<file path="src/rtl/enc_guard_pkg.sv">
package enc_guard_pkg;

  // {a,b} -> position in the forward phase cycle 00,01,11,10
  function automatic logic [1:0] quad_phase(input logic a, input logic b);
    return {a, a ^ b};
  endfunction

endpackage

</file>
<file path="src/rtl/enc_input_filter.sv">
module enc_input_filter #(
  parameter int DEB_CYCLES = 2
) (
  input  logic clk_i,
  input  logic rst_ni,
  input  logic raw_i,
  output logic filt_o
);
  localparam int CW = (DEB_CYCLES > 1) ? $clog2(DEB_CYCLES) : 1;

  logic [1:0]    sync_q;
  logic          filt_q;
  logic [CW-1:0] cnt_q;

  always_ff @(posedge clk_i or negedge rst_ni) begin
    if (!rst_ni) begin
      sync_q <= '0;
      filt_q <= 1'b0;
      cnt_q  <= '0;
    end else begin
      sync_q <= {sync_q[0], raw_i};
      if (sync_q[1] == filt_q) begin
        cnt_q <= '0;
      end else if (cnt_q == CW'(DEB_CYCLES - 1)) begin
        filt_q <= sync_q[1];
        cnt_q  <= '0;
      end else begin
        cnt_q <= cnt_q + 1'b1;
      end
    end
  end

  assign filt_o = filt_q;
endmodule

</file>
<file path="src/rtl/quad_decoder.sv">
module quad_decoder #(
  parameter int POS_W = 32,
  parameter int ERR_W = 8
) (
  input  logic                    clk_i,
  input  logic                    rst_ni,
  input  logic                    a_i,
  input  logic                    b_i,
  output logic                    edge_o,
  output logic                    dir_o,
  output logic signed [POS_W-1:0] pos_o,
  output logic [ERR_W-1:0]        err_cnt_o
);
  import enc_guard_pkg::*;

  logic [1:0]              phase_q, phase_d, delta;
  logic                    edge_q, dir_q;
  logic signed [POS_W-1:0] pos_q;
  logic [ERR_W-1:0]        err_q;

  assign phase_d = quad_phase(a_i, b_i);
  assign delta   = phase_d - phase_q;

  always_ff @(posedge clk_i or negedge rst_ni) begin
    if (!rst_ni) begin
      phase_q <= 2'b00;
      edge_q  <= 1'b0;
      dir_q   <= 1'b1;
      pos_q   <= '0;
      err_q   <= '0;
    end else begin
      phase_q <= phase_d;
      edge_q  <= 1'b0;
      unique case (delta)
        2'd1: begin
          pos_q  <= pos_q + POS_W'(1);
          edge_q <= 1'b1;
          dir_q  <= 1'b1;
        end
        2'd3: begin
          pos_q  <= pos_q - POS_W'(1);
          edge_q <= 1'b1;
          dir_q  <= 1'b0;
        end
        2'd2: if (err_q != '1) err_q <= err_q + 1'b1;
        default: ;
      endcase
    end
  end

  assign edge_o    = edge_q;
  assign dir_o     = dir_q;
  assign pos_o     = pos_q;
  assign err_cnt_o = err_q;
endmodule

</file>
<file path="src/rtl/speed_window.sv">
module speed_window #(
  parameter int EDGES_PER_CHECK = 12,
  parameter int EXP_STEPS       = 96,
  parameter int TOL             = 4,
  parameter int MAX_MISS        = 10,
  parameter int STEP_W          = 16,
  parameter int MISS_W          = 4
) (
  input  logic              clk_i,
  input  logic              rst_ni,
  input  logic              enable_i,
  input  logic              step_i,
  input  logic              edge_i,
  input  logic              dir_i,
  input  logic              fault_clr_i,
  output logic              check_o,
  output logic [MISS_W-1:0] miss_cnt_o,
  output logic              fault_o
);
  localparam int RW  = $clog2(EDGES_PER_CHECK + 1);
  localparam int SW2 = STEP_W + 2;

  logic [RW-1:0]         run_q;
  logic                  run_dir_q;
  logic [STEP_W-1:0]     step_q, step_sum;
  logic                  check_q, fault_q;
  logic [MISS_W-1:0]     miss_q;
  logic                  step_now, mism, clear_ok;
  logic signed [SW2-1:0] dev;

  assign step_now = enable_i & step_i;
  assign step_sum = (step_q == '1) ? step_q : step_q + STEP_W'(step_now);
  assign dev      = $signed({2'b00, step_sum}) - $signed(SW2'(EXP_STEPS));
  assign mism     = (dev > $signed(SW2'(TOL))) || (dev < -$signed(SW2'(TOL)));
  assign clear_ok = fault_clr_i & ~enable_i;

  always_ff @(posedge clk_i or negedge rst_ni) begin
    if (!rst_ni) begin
      run_q     <= '0;
      run_dir_q <= 1'b1;
      step_q    <= '0;
      check_q   <= 1'b0;
      miss_q    <= '0;
      fault_q   <= 1'b0;
    end else begin
      check_q <= 1'b0;
      if (clear_ok) begin
        fault_q <= 1'b0;
        miss_q  <= '0;
      end
      if (!enable_i) begin
        run_q  <= '0;
        step_q <= '0;
      end else begin
        step_q <= step_sum;
        if (edge_i) begin
          if (run_q != '0 && dir_i != run_dir_q) begin
            // reversal: restart both run and window
            run_q  <= '0;
            step_q <= STEP_W'(step_now);
          end else if (run_q == RW'(EDGES_PER_CHECK - 1)) begin
            check_q <= 1'b1;
            run_q   <= '0;
            step_q  <= '0;
            if (mism) begin
              if (miss_q == MISS_W'(MAX_MISS)) fault_q <= 1'b1;
              else                              miss_q  <= miss_q + 1'b1;
            end
          end else begin
            run_q     <= run_q + 1'b1;
            run_dir_q <= dir_i;
          end
        end
      end
    end
  end

  assign check_o    = check_q;
  assign miss_cnt_o = miss_q;
  assign fault_o    = fault_q;
endmodule

</file>
<file path="src/rtl/enc_speed_guard.sv">
module enc_speed_guard #(
  parameter int ENC_CPR         = 400,
  parameter int USTEP_PER_REV   = 12800,
  parameter int EDGES_PER_CHECK = 12,
  parameter int TOL             = 4,
  parameter int MAX_MISS        = 10,
  parameter int DEB_CYCLES      = 2,
  parameter int POS_W           = 32,
  parameter int STEP_W          = 16,
  parameter int ERR_W           = 8,
  parameter int MISS_W          = $clog2(MAX_MISS + 1)
) (
  input  logic                    clk_i,
  input  logic                    rst_ni,
  input  logic                    enable_i,
  input  logic                    enc_a_i,
  input  logic                    enc_b_i,
  input  logic                    step_i,
  input  logic                    fault_clr_i,
  output logic signed [POS_W-1:0] pos_o,
  output logic                    check_o,
  output logic [MISS_W-1:0]       miss_cnt_o,
  output logic                    fault_o,
  output logic                    drive_en_o,
  output logic [ERR_W-1:0]        illegal_cnt_o
);
  localparam int STEPS_PER_EDGE = USTEP_PER_REV / (4 * ENC_CPR);
  localparam int EXP_STEPS      = STEPS_PER_EDGE * EDGES_PER_CHECK;

  logic [1:0] raw_ch, filt_ch;
  logic       enc_edge, enc_dir;

  assign raw_ch = {enc_a_i, enc_b_i};

  for (genvar g = 0; g < 2; g++) begin : g_chan
    enc_input_filter #(.DEB_CYCLES(DEB_CYCLES)) u_filt (
      .clk_i  (clk_i),
      .rst_ni (rst_ni),
      .raw_i  (raw_ch[g]),
      .filt_o (filt_ch[g])
    );
  end

  quad_decoder #(.POS_W(POS_W), .ERR_W(ERR_W)) u_dec (
    .clk_i     (clk_i),
    .rst_ni    (rst_ni),
    .a_i       (filt_ch[1]),
    .b_i       (filt_ch[0]),
    .edge_o    (enc_edge),
    .dir_o     (enc_dir),
    .pos_o     (pos_o),
    .err_cnt_o (illegal_cnt_o)
  );

  speed_window #(
    .EDGES_PER_CHECK(EDGES_PER_CHECK),
    .EXP_STEPS      (EXP_STEPS),
    .TOL            (TOL),
    .MAX_MISS       (MAX_MISS),
    .STEP_W         (STEP_W),
    .MISS_W         (MISS_W)
  ) u_win (
    .clk_i       (clk_i),
    .rst_ni      (rst_ni),
    .enable_i    (enable_i),
    .step_i      (step_i),
    .edge_i      (enc_edge),
    .dir_i       (enc_dir),
    .fault_clr_i (fault_clr_i),
    .check_o     (check_o),
    .miss_cnt_o  (miss_cnt_o),
    .fault_o     (fault_o)
  );

  assign drive_en_o = enable_i & ~fault_o;
endmodule

</file>
<file path="config.mk">
export PLATFORM = sky130hd
export DESIGN_NAME = enc_speed_guard
export DESIGN_NICKNAME = d
export VERILOG_FILES = /design/src/rtl/enc_guard_pkg.sv /design/src/rtl/enc_input_filter.sv /design/src/rtl/quad_decoder.sv /design/src/rtl/speed_window.sv /design/src/rtl/enc_speed_guard.sv
export SDC_FILE = /design/constraint.sdc
export NUM_CORES = 1
export LEC_CHECK = 0
export ABC_AREA = 1
export BUFFER_PORTS_ARGS = -buffer_cell sky130_fd_sc_hd__buf_2
export CAP_MARGIN = 10
export CORE_ASPECT_RATIO = 1.4
export CORE_UTILIZATION = 40
export DETAILED_ROUTE_END_ITERATION = 16
export GPL_TIMING_DRIVEN = 0
export HOLD_SLACK_MARGIN = 0.02
export PLACE_DENSITY = 0.64
export SYNTH_ARGS = -nofsm -noshare
export SYNTH_HDL_FRONTEND = slang
export SYNTH_HIERARCHICAL = 1
export SYNTH_SLANG_ARGS = --single-unit
</file>
<file path="constraint.sdc">
create_clock -name clk_i -period 8.41 [get_ports clk_i]
set_clock_uncertainty 0.1 [all_clocks]
set_input_delay 0 -clock clk_i [delete_from_list [all_inputs] [get_ports clk_i]]
set_output_delay 0 -clock clk_i [all_outputs]
set_load 0.05 [all_outputs]
</file>
==> impl_metrics.json <==
{
  "status": "finished clean",
  "max_slew_margin_pct": 51.92,
  "crit_path_end_kind": "register",
  "postCtsSetupBuffers": 0,
  "grt_max_degree": 53,
  "routed_wl_mm": 18.02,
  "synth_area_per_cell_um2": 6.395,
  "crit_arrival_ns": 3.64,
  "viasPerCell": 5.105,
  "place_hpwl_mm": 13.96,
  "grt_first_pass_wirelength_mm": 29.21,
  "crit_chain": "xnor2_1 -> ha_1 -> buf_2 -> inv_1 -> nand3_4 -> buf_6 -> nand2_1 -> nand2_1 -> inv_1 -> ha_1 -> inv_1 -> nand2_1 -> nand4_1 -> o21ai_2 -> nand2_1 -> nand2_1 -> nand2_1 -> nand2_1 -> nand2_1 -> nand3_1 -> nand2_1",
  "cts_root_buf": "clkbuf_16",
  "cp_max_fo": 10,
  "fin_crit_ns": 3.515,
  "die_area_um2": 15920,
  "drive_gt1_share_pct": 11.52,
  "yosys_register_bits": 79,
  "grt_use_total_pct": 23.76,
  "num_vias": 6299,
  "dp_cells": 1210,
  "core_um2": 15050,
  "num_antenna_cells": 0,
  "wl_per_cell_um": 14.60,
  "final.fill_count": 1549,
  "yosys.area.top_type": "dfrtp_1",
  "h-tree-depth": 3,
  "die_w_um": 106.9,
  "use_met2_pct": 43.55,
  "grtUsageMet3_pct": 2.971,
  "post-route-period-util_pct": 41.80,
  "fin_util_pct": 47.08,
  "syn_area_um2": 6165,
  "maxCapViolCount": 0,
  "syn_to_final_growth_pct": 14.96,
  "clockBufferDepth": 2,
  "slew_violations": 0,
  "clk_latency_ns": 0.34,
  "clock_sink_count": 79,
  "boundaryPins": 54,
  "multiInputGateArea_um2": 3543,
  "busiest_layer": "met2",
  "regArea_um2": 1979,
  "critPathMaxStageDelay_ns": 0.45,
  "final_common_cell": "nand2_1",
  "finalSetupViolations": 0,
  "final_antenna_net_count": 0,
  "rsz0062_at_grt": "false",
  "numPortBuffers": 53,
  "cp-start-kind": "register",
  "synth_fp_nets": 981,
  "synth.distinct_cells": 35,
  "die_y_um": 148.9,
  "cts_tree": "done",
  "cts_made_buffers": 9,
  "antenna_found_initial": 0,
  "hold_path_class": "input pin to async pin",
  "crit_required_ns": 8.54,
  "grt_pass1_vias": 6018,
  "syn_inst": 964,
  "path_buf_inv": 5,
  "critical-path-top-delay-family": "simple AND/OR/NAND/NOR gates",
  "drt_iter0_markers": 334,
  "path_class": "register to register",
  "overflow": 0,
  "synth_area_leaders": "dfrtp_1, nand2_1, inv_1, nand3_1, nor2_1",
  "whs_ns": 0.02226,
  "cpMostUsedCell": "nand2_1",
  "final_cell_mix": "nand2_1, inv_1, nor2_1",
  "yosys_warnings": 6,
  "met1_usage_pct": 26.28,
  "yosysTopAreaCellShare_pct": 31.26,
  "worstMarginPinSlew_ns": 0.7119,
  "drc": 0,
  "hold_violations": 0,
  "globalplace.congestion": 0.9518,
  "slowest_stage": "dfrtp_1",
  "row_count": 53,
  "final_cell_count_no_fill": 1234,
  "path_clk_slew_ns": 0.07,
  "yosysSeqAreaShare_pct": 32.11,
  "dr.pass1.iters": 4,
  "nets": 1054,
  "fmax_mhz": 284.5,
  "start_util_pct": 40.95,
  "tns_ns": 0
}
-- registers in the layout (all words and copies together) (netlist names) --
signal,cells
g_chan.u_filt/cnt_q,2
g_chan.u_filt/filt_o,2
g_chan.u_filt/sync_q,4
u_dec/dir_o,1
u_dec/edge_o,1
u_dec/err_cnt_o,8
u_dec/phase_q,2
u_dec/pos_o,32
u_win/check_o,1
u_win/fault_o,1
u_win/miss_cnt_o,4
u_win/run_dir_q,1
u_win/run_q,4
u_win/step_q,16
-- worst paths after layout --
| path | start | to | slack, ns | cells after the start |
|---|---|---|---|---|
| hold reg to reg | g_chan[0].u_filt/sync_q[0] | g_chan[0].u_filt/sync_q[1] | 0.25 | 0 |
| setup reg to reg | g_chan[1].u_filt/filt_o | u_dec/pos_o[26] | 4.89 | 21 |
| max in group asynchronous | rst_ni | u_win/step_q[14] | 7.58 | 3 |
| hold / removal | rst_ni | u_dec/pos_o[29] | 0.02 | 2 |
| setup / recovery | g_chan[1].u_filt/filt_o | u_dec/pos_o[26] | 4.89 | 21 |
| min in group clk_i | enc_b_i | g_chan[0].u_filt/sync_q[0] | 0.21 | 2 |
-- timing repair --
action / in CTS / in global routing
hold endpoints to repair: 86 / 0
hold buffers: 8 / 0
gates resized for setup: 0 / 0
-- through the flow --
stage | cell area [um^2] | setup WS [ns]
6_report | 7087 | 4.895
5_1_grt | 7087 | 4.581
4_1_cts | 7087 | 4.888
3_5_place_dp | 6700 | 4.919
3_3_place_gp | 6670 | 4.929
2_1_floorplan | 6165 | 5.569
-- layer usage --
metal,part of all wire (%),vias to the layer above
met5,0,-
met4,4.9,0
met3,3.2,47
met2,52,158
met1,40,2892
li1,-,3202
-- cell families (layout without fill, tap and decap cells) --
kind of cell | count (synthesis) | count (layout) | synth area share (%)
AND/OR/NAND/NOR | 600 | 600 | 41.24
buffers and inverters | 154 | 232 | 10.41
AO/OA/AOI/OAI | 82 | 82 | 8.504
flip-flops | 79 | 79 | 32.11
XOR/XNOR | 38 | 38 | 5.521
adder cells (fa/ha/maj) | 10 | 10 | 2.030
multiplexers | 1 | 1 | 0.1827
-- cells in the mapped netlist, drive strengths merged --
cell / count
nand2: 353
inv: 131
nor2: 127
nand3: 95
dfrtp: 77
o21ai: 42
xor2: 28
o41ai: 25
nand4: 18
buf: 16
ha: 10
xnor2: 10
a21oi: 9
clkbuf: 7
and2: 4
o21bai: 3
a31oi: 2
dfstp: 2
nand3b: 2
a21boi: 1
mux2: 1
nor3b: 1
-- worst reg2reg max path, delay by kind of cell (launching register included) --
family          cells  cell delay, ns
xor+xnor            1            0.24
flops               1            0.45
simple gates       12            1.27
fa+ha+maj           2            0.39
compound gates      1            0.23
buf+inv             5            0.70
-- cell type report --
cell class | count | share of cell area (%)
clock inverters | 5 | 0.9004
flip-flops and latches | 79 | 27.93
inverters | 131 | 6.939
clock buffers | 11 | 3.425
plain buffers | 23 | 2.119
multi-input cells | 731 | 50.00
repair buffers | 62 | 5.297
well taps | 192 | 3.390
Power is left out: the tool's default activity adds up to more than one toggle a clock period on the data nets, which glitch-free logic cannot reach.
